--- src/rtl/mtimer_pkg.sv ---
package mtimer_pkg;
  localparam int ADDR_W = 2;
  localparam logic [ADDR_W-1:0] ADDR_CTRL  = 2'd0;
  localparam logic [ADDR_W-1:0] ADDR_MATCH = 2'd1;
  localparam logic [ADDR_W-1:0] ADDR_COUNT = 2'd2;
  localparam int RUN_BIT = 0;
  localparam int CLR_BIT = 1;

  // Strobes from the control side to the counter datapath
  typedef struct packed {
    logic advance;
    logic zero;
  } cntStrobe_t;
endpackage

--- src/rtl/mtimer_ctrl.sv ---
module mtimer_ctrl
  import mtimer_pkg::*;
#(
  parameter int CNT_W = 32
) (
  input  logic              clk,
  input  logic              rstN,
  input  logic              wrEn,
  input  logic [ADDR_W-1:0] addr,
  input  logic [CNT_W-1:0]  wrData,
  input  logic [CNT_W-1:0]  countVal,
  output logic [CNT_W-1:0]  rdData,
  output logic [CNT_W-1:0]  matchVal,
  output cntStrobe_t        strobe
);
  logic runBit;
  logic clrBit;

  always_ff @(posedge clk) begin
    if (!rstN) begin
      runBit   <= 1'b0;
      clrBit   <= 1'b0;
      matchVal <= '0;
    end else if (wrEn) begin
      if (addr == ADDR_CTRL) begin
        runBit <= wrData[RUN_BIT];
        clrBit <= wrData[CLR_BIT];
      end
      if (addr == ADDR_MATCH) matchVal <= wrData;
    end
  end

  always_comb begin
    strobe.zero    = clrBit;
    strobe.advance = runBit && !clrBit;
  end

  always_comb begin
    rdData = '0;
    unique case (addr)
      ADDR_CTRL: begin
        rdData[RUN_BIT] = runBit;
        rdData[CLR_BIT] = clrBit;
      end
      ADDR_MATCH: rdData = matchVal;
      ADDR_COUNT: rdData = countVal;
      default:    rdData = '0;
    endcase
  end

  // a compare write is visible on the next clock
  a_r2_match_write: assert property (@(posedge clk) disable iff (!rstN)
    (wrEn && addr == ADDR_MATCH) |=> (matchVal == $past(wrData)));

  // clear dominates run
  a_r5_clear_dominates: assert property (@(posedge clk) disable iff (!rstN)
    strobe.zero |-> !strobe.advance);
endmodule

--- src/rtl/mtimer_datapath.sv ---
module mtimer_datapath
  import mtimer_pkg::*;
#(
  parameter int CNT_W = 32
) (
  input  logic             clk,
  input  logic             rstN,
  input  cntStrobe_t       strobe,
  input  logic [CNT_W-1:0] matchVal,
  output logic [CNT_W-1:0] countVal,
  output logic             irqPulse
);
  localparam logic [CNT_W-1:0] ONE = CNT_W'(1);

  logic stepped;  // count changed by an increment on the last edge

  always_ff @(posedge clk) begin
    if (!rstN) begin
      countVal <= '0;
      stepped  <= 1'b0;
    end else begin
      stepped <= strobe.advance;
      if (strobe.zero)         countVal <= '0;
      else if (strobe.advance) countVal <= countVal + ONE;
    end
  end

  always_comb irqPulse = stepped && (countVal == matchVal) && (matchVal != '0);

  // one step per advancing edge, wrapping naturally
  a_r3_step: assert property (@(posedge clk) disable iff (!rstN)
    strobe.advance |=> (countVal == $past(countVal) + ONE));

  // idle holds the count
  a_r4_hold: assert property (@(posedge clk) disable iff (!rstN)
    (!strobe.advance && !strobe.zero) |=> $stable(countVal));

  // clear forces zero
  a_r5_clear_zero: assert property (@(posedge clk) disable iff (!rstN)
    strobe.zero |=> (countVal == '0));

  // pulse is one cycle wide
  a_r6_single_cycle: assert property (@(posedge clk) disable iff (!rstN)
    irqPulse |=> !irqPulse);

  // zero compare value silences the interrupt
  a_r7_zero_match: assert property (@(posedge clk) disable iff (!rstN)
    (matchVal == '0) |-> !irqPulse);

  // a pulse only follows a real advance
  a_r9_needs_step: assert property (@(posedge clk) disable iff (!rstN)
    irqPulse |-> $past(strobe.advance));
endmodule

--- src/rtl/match_timer.sv ---
module match_timer
  import mtimer_pkg::*;
#(
  parameter int CNT_W = 32
) (
  input  logic              clk,
  input  logic              rstN,
  input  logic              wrEn,
  input  logic [ADDR_W-1:0] addr,
  input  logic [CNT_W-1:0]  wrData,
  output logic [CNT_W-1:0]  rdData,
  output logic              irqPulse
);
  cntStrobe_t       strobe;
  logic [CNT_W-1:0] matchVal;
  logic [CNT_W-1:0] countVal;

  mtimer_ctrl #(.CNT_W(CNT_W)) u_ctrl (
    .clk(clk), .rstN(rstN), .wrEn(wrEn), .addr(addr), .wrData(wrData),
    .countVal(countVal), .rdData(rdData), .matchVal(matchVal), .strobe(strobe)
  );

  mtimer_datapath #(.CNT_W(CNT_W)) u_dp (
    .clk(clk), .rstN(rstN), .strobe(strobe), .matchVal(matchVal),
    .countVal(countVal), .irqPulse(irqPulse)
  );

  // quiet output during reset
  a_r1_reset_quiet: assert property (@(posedge clk)
    !rstN |=> !irqPulse);
endmodule

--- config.mk ---
export PLATFORM = sky130hd
export DESIGN_NAME = match_timer
export DESIGN_NICKNAME = d
export VERILOG_FILES = /design/src/rtl/mtimer_pkg.sv /design/src/rtl/mtimer_ctrl.sv /design/src/rtl/mtimer_datapath.sv /design/src/rtl/match_timer.sv
export SDC_FILE = /design/constraint.sdc
export NUM_CORES = 1
export LEC_CHECK = 0
export BUFFER_PORTS_ARGS = -buffer_cell sky130_fd_sc_hd__clkbuf_2
export CAP_MARGIN = 20
export CORE_ASPECT_RATIO = 2
export CORE_MARGIN = 4
export CORE_UTILIZATION = 57
export CTS_CLUSTER_SIZE = 8
export DETAILED_ROUTE_END_ITERATION = 10
export GPL_TIMING_DRIVEN = 0
export HOLD_SLACK_MARGIN = 0.08
export PLACE_DENSITY_LB_ADDON = 0.08
export SLEW_MARGIN = 10
export SYNTH_ARGS = -nofsm -noshare
export SYNTH_HDL_FRONTEND = slang
export SYNTH_HIERARCHICAL = 1
export SYNTH_SLANG_ARGS = --single-unit
--- constraint.sdc ---
create_clock -name clk -period 2.25 [get_ports clk]
set_input_delay 0.1125 -clock clk [delete_from_list [all_inputs] [get_ports clk]]
set_output_delay 0.1125 -clock clk [all_outputs]
set_load 0.01 [all_outputs]
==> impl_metrics.tcl <==
set metrics [dict create \
    status "completed" \
    h-tree-depth 3 \
    clk_pin_slew_worst_paths_ps 50 \
    fin_util_pct 74.2 \
    synth_flop_cell "dfxtp_1" \
    setup_viol 0 \
    clk_path_buf_depth 2 \
    synth_area_leader_cell "dfxtp_1" \
    std_cell_rows 43 \
    drv_slew 0 \
    n_fill_cell 533 \
    antenna_found_initial 0 \
    synth_simple_gate_area_share_pct 24.4 \
    yosys-top-cells-area "dfxtp_1 33%, xnor2_1 7.8%, a21oi_1 5.9%" \
    total_power_mw 2.92 \
    drtPass1Iterations 8 \
    p_per_area_nw_per_um2 568 \
    p_leak_nw 1.86 \
    drive_gt1_share_pct 25.1 \
    synthMuxAreaShare_pct 0.246 \
    synth_nets 518 \
    crit_start "u_dp/countVal[14]" \
    ant_nets 0 \
    synth_xor_area_share_pct 9.26 \
    grt_max_degree 11 \
    yosysWarnings 6 \
    cts_tree "done" \
    hold_path.startpoint "wrEn" \
    die-area_um2 8630 \
    rrSetupSlack_ps 110 \
    first_iter_violations 373 \
    dp_hpwl_um 8960 \
    n_antenna_cell 0 \
    drc 0 \
    ys_seq_area_share_pct 33.0 \
    clock_sinks 67 \
    initial_core_util_pct 58.6 \
    track_usage_pct 31.0 \
    fin_crit_sh_pct 95.6 \
    peakVddDrop_v 0.000510 \
    cts_buffers 9 \
    grt_overflow 0 \
    async_flop_share_pct 0 \
    grt_pass1_vias 4153 \
    synth_fa_ha_area_share_pct 1.54 \
    reg2reg_depth 5 \
    root_buffer "clkbuf_16" \
    endpoint_kind "primary output" \
    synth_top_area_share_pct 33.0 \
    finalClockSkew_ps 3.30 \
    yosysMostFrequentCell "dfxtp_1" \
    syn_inst 476 \
    synth_top_family_by_area "compound AO/OA/AOI/OAI gates" \
    ioPinCount 70 \
    min_to "u_ctrl/matchVal[24]" \
    max_freq_mhz 465 \
    synth_seq_cells 67 \
    cp_max_fo 8 \
    synth_area_per_cell_um2 8.55 \
    rsz0062_at_grt "no" \
    core_area_um2 6940 \
    layout.nets 632 \
    clk_latency_ps 340 \
    r2r_end "u_dp/countVal[18]" \
    drt-vias-per-instance 6.29 \
    syn_to_final_growth_pct 26.7 \
    relSlewSlack_pct 56.3 \
    holdPathStages 4 \
    synth-edff-count 0 \
    grt_pass1_wl_um 20100 \
    r2r_start "u_dp/countVal[6]" \
    synthesis.area_um2 4070 \
    worstSetupPathType "flop to primary output" \
    die_w_um 67.7 \
    die_height_um 127 \
    period_minus_slack_ps 2150 \
    synth_common_cells "67 x dfxtp_1, 48 x a21oi_1, 48 x nand3_1" \
    io_buffers 68 \
    synth_compound_area_share_pct 25.1 \
    maxCapViolations 0 \
    gp_congestion 0.916 \
    synth_cell_types 40 \
    routed_wl_um 12500 \
    worst_pin_slew_ps 655 \
    wl_per_cell_um 18.3 \
    vias 4300 \
    hold_slack_ps 299 \
    required_ps 2140 \
    hold_class "primary input to flop" \
    finalHoldViolations 0 \
    arrival_ps 2040 \
    start_kind "flop" \
]
-- state kept, by name, indices dropped and copies added, names as in the netlist --
name             flops
u_ctrl/matchVal     32
u_ctrl/clrBit        1
u_dp/countVal       32
u_dp/stepped         1
u_ctrl/runBit        1
-- metal layers --
layer	vias to the layer above	global-route usage [%]	share of wire [%]
li1	1987	-	-
met1	2047	33.9	36
met2	205	51.4	53
met3	61	6.77	5.7
met4	0	20.8	6.2
met5	-	0	0
-- cell usage in the layout, fill, tap and decap left out, types with 4 or more instances in the layout --
cell / instances
clkbuf_2: 68
dfxtp_1: 67
nand3_1: 48
a21oi_1: 48
xnor2_1: 36
dlygate4sd3_1: 33
nor2b_1: 31
a22oi_1: 30
a21bo_2: 22
clkbuf_1: 16
nand4_1: 16
buf_2: 15
nor2_1: 15
nor4_1: 13
nand2_1: 13
a21bo_1: 12
o31ai_1: 12
or4_1: 12
clkbuf_16: 9
buf_4: 8
o21ai_0: 8
xor2_1: 7
inv_1: 6
buf_6: 6
a21oi_2: 6
ha_1: 5
and4_1: 4
or3_2: 4
-- worst max path at each step --
stage / cells past startpoint / end / slack [ps]
final: 6 / irqPulse / 100
after CTS: 6 / u_dp/countVal[15] / 10
after global routing: 5 / u_dp/countVal[18] / 30
after detailed placement: 7 / u_dp/countVal[31] / -40
after floorplan: 6 / u_dp/countVal[15] / 240
after global placement: 7 / u_dp/countVal[31] / -40
-- kinds of logic after synthesis --
group                      after synthesis
and+or+nand+nor                        171
AOI/OAI and AO/OA                      141
DFF                                     67
buffers and inverters                   48
xor gates and xnor gates                43
adders and majority gates                5
muxes                                    1
-- stage by stage --
stage	TNS, ps	worst slack, ps	cell area [um^2]	cells
after floorplan	0	241	4070	476
after global placement	-37.3	-37.3	4520	634
after detailed placement	-38.2	-38.2	4520	634
after CTS	0	13.1	5140	684
after global routing	0	27.9	5150	684
final	0	98.7	5150	684
-- worst max-delay path, stage by stage, from the launching register on --
cell	delay [ps]
dfxtp_1	350
clkbuf_1	300
xnor2_1	170
nand2_1	110
nor4b_1	360
o2111a_1	270
clkbuf_2	140
-- final cells by class --
cell class	instances	area, um^2	share of cell area, %
timing repair buffer	104	693	13.5
sequential	67	1340	26.0
multi-input combinational	361	2470	47.9
clock buffer	12	236	4.59
clock inverter	3	40.0	0.777
inverter	7	26.3	0.510
tap	90	113	2.19
buffer	40	236	4.59
-- where the power goes --
part | internal, mW | switching (mW)
sequential | 1.21 | 0.0270
clock | 0.848 | 0.490
combinational | 0.169 | 0.183
-- timing repair --
item / CTS / global route
buffers inserted: 2 / 1
pin swaps: 1 / 0
hold buffers: 33 / 0
hold endpoints to repair: 35 / 0
gates resized for setup: 0 / 2
setup endpoints to repair: 1 / 3
(Power assumes the default switching activity.)
